==> config.mk <==
export PLATFORM = sky130hd
export DESIGN_NAME = vdma_engine
export DESIGN_NICKNAME = d
export VERILOG_FILES = /design/src/rtl/vdma_pkg.sv /design/src/rtl/vdma_len_decode.sv /design/src/rtl/vdma_addr_step.sv /design/src/rtl/vdma_port_mux.sv /design/src/rtl/vdma_engine.sv
export SDC_FILE = /design/constraint.sdc
export NUM_CORES = 1
export LEC_CHECK = 0
export CAP_MARGIN = 10
export CORE_MARGIN = 2
export CORE_UTILIZATION = 52
export CTS_CLUSTER_SIZE = 10
export DETAILED_ROUTE_END_ITERATION = 6
export PLACE_DENSITY = 0.94
export SLEW_MARGIN = 20
export SYNTH_ARGS = -nofsm -noshare
export SYNTH_HDL_FRONTEND = slang
export SYNTH_SLANG_ARGS = --single-unit
==> constraint.sdc <==
create_clock -name clk -period 6.4 [get_ports clk]
set_clock_uncertainty 0.1 [all_clocks]
set_input_delay 0.96 -clock clk [delete_from_list [all_inputs] [get_ports clk]]
set_output_delay 0.96 -clock clk [all_outputs]
set_load 0.01 [all_outputs]
==> src/rtl/vdma_pkg.sv <==
package vdma_pkg;

    typedef enum logic [2:0] {
        ST_IDLE,
        ST_ARMED,
        ST_WLO,
        ST_WHI,
        ST_FILL,
        ST_CRD,
        ST_CWR
    } vdma_state_e;

endpackage

==> src/rtl/vdma_len_decode.sv <==
module vdma_len_decode #(
    parameter int AW = 16
) (
    input  logic [AW-1:0] len_i,
    output logic [AW:0]   count_o
);
    localparam logic [AW:0] FULL_RUN = {1'b1, {AW{1'b0}}};

    always_comb begin
        if (len_i == '0) count_o = FULL_RUN;
        else             count_o = {1'b0, len_i};
    end
endmodule

==> src/rtl/vdma_addr_step.sv <==
module vdma_addr_step #(
    parameter int AW = 16,
    parameter int IW = 8
) (
    input  logic [AW-1:0] dst_i,
    input  logic [AW-1:0] src_i,
    input  logic [IW-1:0] incr_i,
    output logic [AW-1:0] dst_next_o,
    output logic [AW-1:0] src_next_o
);
    localparam int PADW = AW - IW;

    logic [AW-1:0] incr_ext;

    generate
        if (PADW > 0) begin : g_pad
            assign incr_ext = {{PADW{1'b0}}, incr_i};
        end else begin : g_nopad
            assign incr_ext = incr_i[AW-1:0];
        end
    endgenerate

    assign dst_next_o = dst_i + incr_ext;
    assign src_next_o = src_i + {{(AW-1){1'b0}}, 1'b1};
endmodule

==> src/rtl/vdma_port_mux.sv <==
module vdma_port_mux
    import vdma_pkg::*;
#(
    parameter int AW = 16
) (
    input  vdma_state_e   st_i,
    input  logic [AW-1:0] dst_i,
    input  logic [AW-1:0] src_i,
    input  logic [15:0]   word_i,
    input  logic [7:0]    rdata_i,
    input  logic          en_i,
    output logic [AW-1:0] addr_o,
    output logic          we_o,
    output logic [7:0]    wdata_o
);
    logic [7:0] byte_even;
    logic [7:0] byte_odd;

    always_comb begin
        byte_even = dst_i[0] ? word_i[15:8] : word_i[7:0];
        byte_odd  = dst_i[0] ? word_i[7:0]  : word_i[15:8];
        addr_o    = dst_i;
        we_o      = 1'b0;
        wdata_o   = 8'h00;
        unique case (st_i)
            ST_WLO: begin
                addr_o  = {dst_i[AW-1:1], 1'b0};
                we_o    = en_i;
                wdata_o = byte_even;
            end
            ST_WHI: begin
                addr_o  = {dst_i[AW-1:1], 1'b1};
                we_o    = en_i;
                wdata_o = byte_odd;
            end
            ST_FILL: begin
                addr_o  = {dst_i[AW-1:1], ~dst_i[0]};
                we_o    = en_i;
                wdata_o = word_i[15:8];
            end
            ST_CRD: begin
                addr_o = src_i;
            end
            ST_CWR: begin
                addr_o  = en_i ? dst_i : src_i;
                we_o    = en_i;
                wdata_o = rdata_i;
            end
            default: begin
                addr_o = dst_i;
            end
        endcase
    end
endmodule

==> src/rtl/vdma_engine.sv <==
module vdma_engine
    import vdma_pkg::*;
#(
    parameter int AW = 16,
    parameter int IW = 8
) (
    input  logic          clk,
    input  logic          rst_n,
    input  logic          start_i,
    input  logic          mode_copy_i,
    input  logic [AW-1:0] dst_i,
    input  logic [IW-1:0] incr_i,
    input  logic [AW-1:0] len_i,
    input  logic [AW-1:0] src_i,
    input  logic          data_wr_i,
    input  logic [15:0]   data_i,
    input  logic          xfer_en_i,
    output logic [AW-1:0] ram_addr_o,
    output logic          ram_we_o,
    output logic [7:0]    ram_wdata_o,
    input  logic [7:0]    ram_rdata_i,
    output logic          busy_o,
    output logic          fill_armed_o,
    output logic          done_o,
    output logic [AW-1:0] len_o,
    output logic [AW-1:0] src_o,
    output logic [AW-1:0] dst_o
);
    localparam int CW = AW + 1;
    localparam logic [CW-1:0] LAST_STEP = {{(CW-1){1'b0}}, 1'b1};

    typedef struct packed {
        vdma_state_e   st;
        logic [AW-1:0] dst;
        logic [AW-1:0] src;
        logic [IW-1:0] incr;
        logic [CW-1:0] cnt;
        logic [15:0]   word;
        logic          done;
    } ctx_t;

    ctx_t ctx_d, ctx_q;

    logic [CW-1:0] load_cnt;
    logic [AW-1:0] dst_next;
    logic [AW-1:0] src_next;

    vdma_len_decode #(.AW(AW)) len_dec_i (
        .len_i   (len_i),
        .count_o (load_cnt)
    );

    vdma_addr_step #(.AW(AW), .IW(IW)) step_i (
        .dst_i      (ctx_q.dst),
        .src_i      (ctx_q.src),
        .incr_i     (ctx_q.incr),
        .dst_next_o (dst_next),
        .src_next_o (src_next)
    );

    vdma_port_mux #(.AW(AW)) port_i (
        .st_i    (ctx_q.st),
        .dst_i   (ctx_q.dst),
        .src_i   (ctx_q.src),
        .word_i  (ctx_q.word),
        .rdata_i (ram_rdata_i),
        .en_i    (xfer_en_i),
        .addr_o  (ram_addr_o),
        .we_o    (ram_we_o),
        .wdata_o (ram_wdata_o)
    );

    always_comb begin
        ctx_d      = ctx_q;
        ctx_d.done = 1'b0;
        unique case (ctx_q.st)
            ST_IDLE: begin
                if (start_i) begin
                    ctx_d.dst  = dst_i;
                    ctx_d.src  = src_i;
                    ctx_d.incr = incr_i;
                    ctx_d.cnt  = load_cnt;
                    ctx_d.st   = mode_copy_i ? ST_CRD : ST_ARMED;
                end
            end
            ST_ARMED: begin
                if (data_wr_i) begin
                    ctx_d.word = data_i;
                    ctx_d.st   = ST_WLO;
                end
            end
            ST_WLO: begin
                if (xfer_en_i) ctx_d.st = ST_WHI;
            end
            ST_WHI: begin
                if (xfer_en_i) begin
                    ctx_d.dst = dst_next;
                    ctx_d.st  = ST_FILL;
                end
            end
            ST_FILL: begin
                if (xfer_en_i) begin
                    ctx_d.dst = dst_next;
                    ctx_d.cnt = ctx_q.cnt - LAST_STEP;
                    if (ctx_q.cnt == LAST_STEP) begin
                        ctx_d.st   = ST_IDLE;
                        ctx_d.done = 1'b1;
                    end
                end
            end
            ST_CRD: begin
                if (xfer_en_i) ctx_d.st = ST_CWR;
            end
            ST_CWR: begin
                if (xfer_en_i) begin
                    ctx_d.dst = dst_next;
                    ctx_d.src = src_next;
                    ctx_d.cnt = ctx_q.cnt - LAST_STEP;
                    if (ctx_q.cnt == LAST_STEP) begin
                        ctx_d.st   = ST_IDLE;
                        ctx_d.done = 1'b1;
                    end else begin
                        ctx_d.st = ST_CRD;
                    end
                end
            end
            default: ctx_d.st = ST_IDLE;
        endcase
    end

    always_ff @(posedge clk or negedge rst_n) begin
        if (!rst_n) begin
            ctx_q <= '{st: ST_IDLE, default: '0};
        end else begin
            ctx_q <= ctx_d;
        end
    end

    assign busy_o       = (ctx_q.st != ST_IDLE) && (ctx_q.st != ST_ARMED);
    assign fill_armed_o = (ctx_q.st == ST_ARMED);
    assign done_o       = ctx_q.done;
    assign len_o        = ctx_q.cnt[AW-1:0];
    assign src_o        = ctx_q.src;
    assign dst_o        = ctx_q.dst;
endmodule

==> key figures <==
Status
  – Run status: completed

Clock tree
  – Longest Clk Path Bufs: 2
  – Total number of H-tree levels: 3
  – Number of buffers inserted by hold repair at cts: 0
  – Clk_lat worst skew: 0.36 ns
  – Total of cells resized after clock tree synthesis: 0
  – CTS tree: yes
  – Number of buffers inserted by post-CTS setup repair: 0
  – CTS Buf Count: 9
  – CTS Root Cell: clkbuf_8
  – Clock transition at the register clock pins on the worst setup and hold paths after CTS: 0.08 ns
  – Number of clock sinks seen by CTS: 77

Global routing
  – Pin count of the biggest net entering global routing: 78
  – Vias in the first global route: 5359
  – Initial antenna violation count: 0
  – GR met2 Demand/Resource: 50.5%
  – Total global routing overflow: 0
  – GRT Util Overall: 29.0%
  – Wire length of the first global-routing pass: 26800 um
  – Met1 Usage GRT: 36.2%
  – Most heavily used metal layer in global routing: met2
  – Fraction of met3 tracks used by global routing: 5.08%

Worst setup path
  – Most used cell along the critical path: clkdlybuf4s50_1
  – Data required, critical path: 5.34 ns
  – Cell at the slowest stage of the critical path: clkdlybuf4s50_1
  – Worst Path Class, Setup: input port to output pin
  – Worst r2r dst: dst_o[9]
  – Ordered cell list for the critical path: clkdlybuf4s50_1 -> nor3b_1 -> o21ai_2 -> mux2_2 -> clkdlybuf4s50_1
  – Worst R2R Path Depth: 5
  – Worst reg2reg path startpoint: ctx_q[74]
  – Critical path peak fanout: 17
  – Arrival time of the worst setup path: 3.58 ns
  – Slowest stage delay, CP: 0.82 ns
  – Launching element type of the critical path: input port
  – Flop-to-flop setup slack: 3.45 ns
  – Type of element capturing the critical path: output pin

Worst hold path
  – Worst hold path startpoint: ctx_q[40]
  – Hold path cells: 2
  – Hold Crit Endpoint: ctx_q[40]
  – Worst min-delay path class: flip-flop to flip-flop

Routing
  – First-iteration detailed-routing DRC count: 317
  – Vias after detailed routing: 5470
  – Post-detailed-routing wire length: 16400 um
  – Wirelength per Cell: 18.9 um
  – Pre-antenna DRT Iters: 5
  – Post-route ant nets: 0
  – Number of vias per cell: 6.29
  – Residual DRC: 0

Finish
  – Finished layout cell area: 7010 sq um
  – Number of nets at the end of the flow: 826
  – Area Growth Syn to Fin: 25.6%
  – Antenna Diode Count: 0
  – Fill cell count: 824
  – Share of final-layout standard cells stronger than drive strength 1: 8.73%

Logic synthesis
  – Top FF cell, synth: dfrtp_1
  – Post-synth net total: 739
  – Share of the yosys chip area belonging to registers: 34.5%
  – Main area contributors after synthesis: dfrtp_1 (35%), buf_4 (7.1%), mux2_2 (5.9%)
  – Mean area per synthesized cell: 8.71 sq um
  – Number of enable-type register cells in the synthesized netlist: 0
  – Flip-flop and latch count after synthesis: 77
  – Portion of synthesized cell area occupied by the leading cell type: 34.5%
  – Most area-hungry cell type in the Yosys netlist: dfrtp_1
  – Netlist Area Pre-Place: 5580 sq um
  – Yosys warning count: 0
  – Most frequent cells after synthesis: dfrtp_1 (77), nand2_1 (67), buf_4 (53), a21oi_1 (49)
  – Most numerous cell in the Yosys netlist: dfrtp_1
  – Asr flop ratio synth: 100%
  – Count of mapped cells out of synthesis: 641
  – Number of library cell types mapped by synthesis: 77

STA
  – Number of slew-limit violations in the final report: 0
  – Worst slew pin tran: 0.968 ns
  – Final Cycle Share: 72.5%
  – Worst slew margin: 35.5%
  – Final hold vios: 0
  – Setup TNS: 0 ns
  – Maximum clock frequency: 216 MHz
  – Count of endpoints failing setup in the final report: 0
  – Worst hold slack: 0.391 ns
  – Min Tclk post-route: 4.64 ns
  – Unrepaired setup endpoints after global routing: no

Die
  – Floorplan Core Area: 10400 sq um
  – Die boundary width: 108 um
  – Initial core utilization: 53.8%
  – Die area: 11600 sq um
  – Number of I/O pins: 162
  – Die boundary height: 108 um
  – Site Rows: 37

Pwr
  – Worst vdd ir: 0.265 mV
  – Sequential share of power: 29.8%
  – Portion of total power attributed to combinational logic: 59.5%
  – Fraction of power spent switching nets: 45.5%
  – Power density relative to cell area: 519 nW/um^2
  – Leakage power figure: 0.00285 uW
  – Relative contribution of the clock network to total power: 10.7%
  – Net switching component of the power: 1660 uW
  – Internal Power: 1980 uW

Place
  – DP Area: 6790 sq um
  – Final RePlAce weighted congestion: 0.918
  – HPWL reported at the end of detailed placement: 11700 um
  – Number of port buffers: 161

Flow run
  – Number of max-capacitance violations reported: 0
power by group through the flow:
| stage | clock network, uW | logic (uW) | registers, uW |
|---|---|---|---|
| detailed placement | 0 | 2130 | 1080 |
| finish | 390 | 2160 | 1080 |
| global placement | 0 | 2060 | 1060 |
| floorplan | 0 | 1640 | 919 |
| CTS | 393 | 2150 | 1070 |
| global route | 420 | 2370 | 1120 |
critical path, delay by kind of cell:
kind            cells  cell delay [ns]
compound gates      1             0.75
buf+inv             2             1.30
mux                 1             0.42
simple gates        1             0.14
registers in the layout, summed over array words and instances, names as in the netlist:
signal / flops
src_o: 16
done_o: 1
dst_o: 16
ctx_q: 28
len_o: 16
cell type report:
cell class                      count  area [sq um]  share of cell area [%]
Multi-Input combinational cell    466          3040                    43.4
Sequential cell                    77          1930                    27.5
Timing Repair Buffer              163          1630                    23.2
Tap cell                          136           170                    2.43
Clock buffer                       13           159                    2.27
Clock inverter                      3          43.8                   0.625
Inverter                           11          41.3                   0.589
how the worst max path moves through the flow:
stage | end | slack (ns) | startpoint | cells past startpoint
finish | ram_addr_o[12] | 1.76 | xfer_en_i | 5
global route | ram_addr_o[12] | 1.64 | xfer_en_i | 5
CTS | ram_addr_o[12] | 1.76 | xfer_en_i | 5
detailed placement | ram_addr_o[12] | 1.76 | xfer_en_i | 5
global placement | ram_addr_o[1] | 1.91 | xfer_en_i | 5
floorplan | ram_addr_o[10] | 3.45 | xfer_en_i | 4
metal layers:
layer | vias to the layer above | routed length [um]
met1 | 2656 | 6450
met5 | - | 0
met3 | 34 | 1440
li1 | 2485 | -
met4 | 0 | 320
met2 | 295 | 8190
per-stage QoR:
step / power (uW) / util [%] / instances / worst slack, ns
2_1_floorplan: 2560 / - / 641 / 3.45
3_3_place_gp: 3130 / 65.5 / 853 / 1.91
3_5_place_dp: 3210 / 65.5 / 853 / 1.76
4_1_cts: 3620 / 67.5 / 869 / 1.76
5_1_grt: 3910 / 67.6 / 869 / 1.64
6_report: 3640 / 67.6 / 869 / 1.76
kinds of logic after synthesis:
| kind of cell | share of synthesized area, % |
|---|---|
| AOI/OAI and AO/OA | 21.9 |
| muxes | 9.26 |
| adders and majority gates | 2.83 |
| buffers and inverters | 11.1 |
| xor gates and xnor gates | 1.39 |
| DFF | 34.5 |
| and+or+nand+nor | 18.9 |
cells in the final DEF (no fill, tap or decap), drive strengths merged, types with 6 or more instances in the layout:
cell type / synthesis / final
ha: 11 / 11
and3: 9 / 9
a31oi: 17 / 17
o22a: 6 / 6
nor3: 16 / 16
mux2: 29 / 29
dfrtp: 77 / 77
clkbuf: 15 / 13
nand3: 25 / 25
inv: 11 / 11
o22ai: 9 / 9
a32oi: 6 / 6
nor4: 7 / 7
mux2i: 19 / 19
clkdlybuf4s50: 0 / 160
nor2: 44 / 44
nand4: 9 / 9
a211oi: 6 / 6
a21oi: 51 / 51
o21ai: 50 / 50
nand2: 67 / 67
Power figures use the tool's default switching activity.
